## src/rtl/evg_pkg.sv

```systemverilog
package evg_pkg;

    typedef struct packed {
        logic opened;
        logic closed;
        logic prev;
    } gate_state_t;

endpackage

```

## src/rtl/evg_sync.sv

```systemverilog
module evg_sync #(
    parameter int STAGES = 2
) (
    input  logic clk_i,
    input  logic rst_ni,
    input  logic async_i,
    output logic sync_o
);
    localparam int LAST = STAGES - 1;

    logic [LAST:0] chain_q;

    generate
        for (genvar g = 0; g < STAGES; g++) begin : g_stage
            if (g == 0) begin : g_first
                always_ff @(posedge clk_i or negedge rst_ni) begin
                    if (!rst_ni) chain_q[0] <= 1'b0;
                    else         chain_q[0] <= async_i;
                end
            end else begin : g_next
                always_ff @(posedge clk_i or negedge rst_ni) begin
                    if (!rst_ni) chain_q[g] <= 1'b0;
                    else         chain_q[g] <= chain_q[g-1];
                end
            end
        end
    endgenerate

    assign sync_o = chain_q[LAST];
endmodule

```

## src/rtl/evg_edge.sv

```systemverilog
module evg_edge (
    input  logic level_i,
    input  logic prev_i,
    output logic rise_o,
    output logic fall_o
);
    always_comb begin
        rise_o = level_i & ~prev_i;
        fall_o = ~level_i & prev_i;
    end
endmodule

```

## src/rtl/evg_gate_gen.sv

```systemverilog
module evg_gate_gen #(
    parameter int SYNC_STAGES = 2
) (
    input  logic clk_i,
    input  logic rst_ni,
    input  logic load_i,
    input  logic mode_ext_i,
    input  logic holdoff_en_i,
    input  logic ctrl_i,
    input  logic ext_i,
    output logic gate_o
);
    import evg_pkg::*;

    gate_state_t st_d, st_q;
    logic ext_sync;
    logic ext_term;
    logic src_lvl;
    logic src_rise;
    logic src_fall;

    evg_sync #(.STAGES(SYNC_STAGES)) i_sync (
        .clk_i   (clk_i),
        .rst_ni  (rst_ni),
        .async_i (ext_i),
        .sync_o  (ext_sync)
    );

    always_comb begin
        ext_term = ext_sync & mode_ext_i & holdoff_en_i;
        src_lvl  = ext_term ^ ctrl_i;
    end

    evg_edge i_edge (
        .level_i (src_lvl),
        .prev_i  (st_q.prev),
        .rise_o  (src_rise),
        .fall_o  (src_fall)
    );

    always_comb begin
        st_d      = st_q;
        st_d.prev = src_lvl;
        if (load_i) begin
            st_d.opened = 1'b0;
            st_d.closed = 1'b0;
        end else if (!st_q.closed) begin
            if (src_fall)                  st_d.closed = 1'b1;
            else if (src_rise && !st_q.opened) st_d.opened = 1'b1;
        end
    end

    always_ff @(posedge clk_i or negedge rst_ni) begin
        if (!rst_ni) begin
            st_q.opened <= 1'b0;
            st_q.closed <= 1'b1;
            st_q.prev   <= 1'b0;
        end else begin
            st_q <= st_d;
        end
    end

    assign gate_o = st_q.opened & ~st_q.closed;
endmodule

```

## config.mk

```make
export PLATFORM = sky130hd
export DESIGN_NAME = evg_gate_gen
export DESIGN_NICKNAME = d
export VERILOG_FILES = /design/src/rtl/evg_pkg.sv /design/src/rtl/evg_sync.sv /design/src/rtl/evg_edge.sv /design/src/rtl/evg_gate_gen.sv
export SDC_FILE = /design/constraint.sdc
export NUM_CORES = 1
export LEC_CHECK = 0
export BUFFER_PORTS_ARGS = -buffer_cell sky130_fd_sc_hd__buf_2
export CAP_MARGIN = 15
export CORE_AREA = 2 2 39 41
export CTS_CLUSTER_DIAMETER = 40
export CTS_CLUSTER_SIZE = 14
export DETAILED_ROUTE_END_ITERATION = 7
export DIE_AREA = 0 0 41 43
export PLACE_DENSITY = 0.41
export SLEW_MARGIN = 5
export SYNTH_ARGS = -nofsm -noshare
export SYNTH_HDL_FRONTEND = slang
export SYNTH_SLANG_ARGS = --single-unit
```

## constraint.sdc

```tcl
create_clock -name clk_i -period 1.5 [get_ports clk_i]
set_clock_uncertainty 0.2 [all_clocks]
set_input_delay 0.075 -clock clk_i [delete_from_list [all_inputs] [get_ports clk_i]]
set_output_delay 0.075 -clock clk_i [all_outputs]
set_load 0.01 [all_outputs]
```

==> run summary <==
The run finished with clean final reports. The post-synthesis average cell area came out at around 12 um^2. The number of buffer cells added on primary ports is 7. The growth of design area from synthesis to finish is 61.40%.

The synthesized netlist contains 13 unique library cells. The final global-route overflow total is 0. The global placer's final weighted congestion came out at approximately 0.56. The most frequent standard cell in the layout excluding fill and tap cells is sky130_fd_sc_hd__buf_2. The worst-path maximum fanout is 6. The fraction of layout instances using a drive strength above 1 is 0.3529. The maximum single-stage delay on the critical path is 0.53 ns.

The global-route usage over all layers came out at 0.07560. The total number of yosys warnings is 0. Clock tree synthesis selected as its root buffer the cell sky130_fd_sc_hd__clkbuf_4. In this run the number of cells on the critical path is 4. The net load switching power came out at 0.00008539 W. The switching part of the total came out at 0.2359. The vertical die dimension is between 40 and 50 um. The worst setup path is captured at a register.

In this run, synthesis produced a sequential element count of 5. The total power came out at 0.0003620 W. Among all stages on the critical path, the largest delay is contributed by sky130_fd_sc_hd__dlygate4sd3_1. Traced cell by cell, the critical path runs through dlygate4sd3_1, buf_2, or4_1, o221ai_2. The initial antenna violation count came out at 0. The total core area is roughly 1400 um^2. The library cells used most frequently in the layout, excluding fill and tap cells, are 7 x sky130_fd_sc_hd__buf_2, 5 x sky130_fd_sc_hd__dlygate4sd3_1, 4 x sky130_fd_sc_hd__dfrtp_1. The first-pass GRT wire length came out at slightly above 800 um. The pin count of the biggest net entering global routing came out at 7. The endpoint arrival time on the critical path is approximately 1.4 ns. The floorplan step defined a die boundary enclosing between 1500 and 2000 um^2. The worst hold-check path type is primary input to register. The data required time at the worst endpoint is approximately 1.5 ns. The number of nets in the final layout came out at 42.

The post-layout minimum cycle time came out at 1.400 ns. The startpoint identified for the worst hold timing path is holdoff_en_i. At the pin with the least slew margin, the transition time is roughly 0.25 ns. The maximum clock path buffer count is 2. The number of search-and-repair iterations in the first detailed-routing pass came out at 4. Of the total power, registers draw 0.427. The final setup violation count came out at 0. The worst slew margin relative to its limit is 0.8308.

The length in cells of the worst reg-to-reg path came out at 2. The post-synthesis instance area came out at 214.0 um^2. The critical path in this run is classified as primary input to register. The clock buffer count from CTS is 3. The routed via count came out at approximately 200. The total detailed-routing wirelength is roughly 450 um. Power spread over the standard cell area amounts to around 1000 nW/um^2. The critical register-to-register path endpoint is st_q[2]. After clock tree synthesis, the setup repair step added 0 buffers. The number of hold-slack violations in the final timing report is 0. Derived from the worst setup path, the maximum achievable clock frequency is 714.3 MHz. For hold timing, the worst endpoint is st_q[0]. The cell count after synthesis came out at 18. The number of antenna cells inserted came out at 0. The clock network latency to the later pin of the worst-skew pair came out at 0.24 ns. The leakage power came out at roughly 0.15 nW. The effective utilization at floorplan is 0.1546. Max-cap violations in this run came to 0. The number of DRC markers after the initial detailed-route iteration came out at 1. After detailed routing, the number of remaining DRC violations is 0. The combinational power share came out at 0.132.

IR analysis of the VDD net gives a maximum drop of roughly 0.38 mV. The final cycle utilization of the critical path came out at 0.9334. The x dimension of the die came out at approximately 41 um. Setup repair after global routing left no endpoint under its margin.

The final count of pins violating max slew is 0. The total nets after synthesis came out at 25. The number of ports placed on the die boundary came out at 8. The sum of net half-perimeters after detailed placement came out at around 310 um.

Across all register-to-register paths, the minimum setup slack is 0.17 ns. The maximum level of the CTS H-tree is 1. The worst reg2reg path startpoint is st_q[0]. The count of clock tree sinks is 5.

For the final routed database, the setup TNS stands at 0 ns. The internal power contribution came out at around 0.00028 W. The startpoint class of the critical path is a primary input. The hold-critical path depth came out at 3.

The register clock-pin slew on the reported worst setup and hold paths is around 0.050 ns. The floorplan has 14 rows. The share of synthesized area occupied by flip-flops and latches came out at 0.5906. The per-cell via count in the routed design came out at between 3 and 4.

The via count of the first global-routing pass came out at about 200. The critical path contains buffers and inverters numbering 2 combined. The final core utilization came out at 0.2495. The number of routed nets with antenna violations is 0. Dividing the detail-routed wire length by the instance count gives approximately 9.1 um. TritonCTS built the clock tree.

In this design, the largest share of critical-path delay is due to buffers and inverters. Of the total power, the clock network draws 0.441.
-- worst max-delay path by stage --
stage | startpoint | end | slack, ns
finish | load_i | st_q[2] | 0.1
global placement | st_q[0] | st_q[2] | 0.18
detailed placement | st_q[0] | st_q[2] | 0.17
global route | load_i | st_q[2] | 0.07
CTS | load_i | st_q[2] | 0.10
floorplan | st_q[0] | st_q[2] | 0.19
-- kinds of logic after synthesis --
family	synth area share
flops	0.5907
compound gates	0.1111
simple gates	0.2222
buf+inv	0.03510
xor+xnor	0.04094
-- metrics by stage --
step	hold WS, ns	instance area (um^2)	worst slack, ns	cells
after floorplan	-0.4206	214.0	0.1943	18
after global placement	-0.3022	269.0	0.1832	41
after detailed placement	-0.2987	269.0	0.1653	41
after CTS	0.02868	345.3	0.1027	50
after global routing	0.08142	345.3	0.07432	50
final	0.03261	345.3	0.09995	50
-- registers in the layout (all words and copies together) (netlist names) --
name            count
i_sync.chain_q      1
i_sync.sync_o       1
st_q                3
-- timing repair --
action / CTS / global route
endpoints found under the setup margin: 0 / 0
hold endpoints to repair: 9 / 0
hold buffers: 5 / 0
gates resized for setup: 0 / 0
-- tightest hold or removal path, stage by stage --
cell	delay, ns
sky130_fd_sc_hd__buf_2	0.10
sky130_fd_sc_hd__nand3_1	0.17
sky130_fd_sc_hd__xnor2_1	0.09
-- layout make-up --
class,instances,area [um^2]
Fill cell,152,1039
Sequential cell,5,126.4
Timing Repair Buffer,12,85.08
Multi-Input combinational cell,11,80.08
Clock buffer,4,26.28
Tap cell,16,20.02
Inverter,2,7.507
-- power by group through the flow --
| stage | Combinational, W | Clock (W) | Sequential [W] |
|---|---|---|---|
| final | 0.0000477 | 0.000160 | 0.000155 |
| after global routing | 0.0000549 | 0.000179 | 0.000157 |
| after CTS | 0.0000484 | 0.000173 | 0.000155 |
| after detailed placement | 0.0000383 | 0 | 0.000157 |
| after global placement | 0.0000379 | 0 | 0.000156 |
| after floorplan | 0.0000207 | 0 | 0.000155 |
-- layer usage --
layer	GRT usage	share of wire
met2	0.09375	0.41
met3	0.07853	0.099
met1	0.08795	0.49
met5	0	0
met4	0.02000	0
-- cells in the mapped netlist (all sizes together) --
cell type	n	share of area
dfrtp	4	0.47
inv	2	0.035
nand2	2	0.035
o221ai	2	0.11
dfstp	1	0.12
nand3	1	0.023
nand3b	1	0.035
nor2	1	0.018
nor3b	1	0.035
nor4b	1	0.041
or4	1	0.035
xnor2	1	0.041
Power figures use the tool's default switching activity.
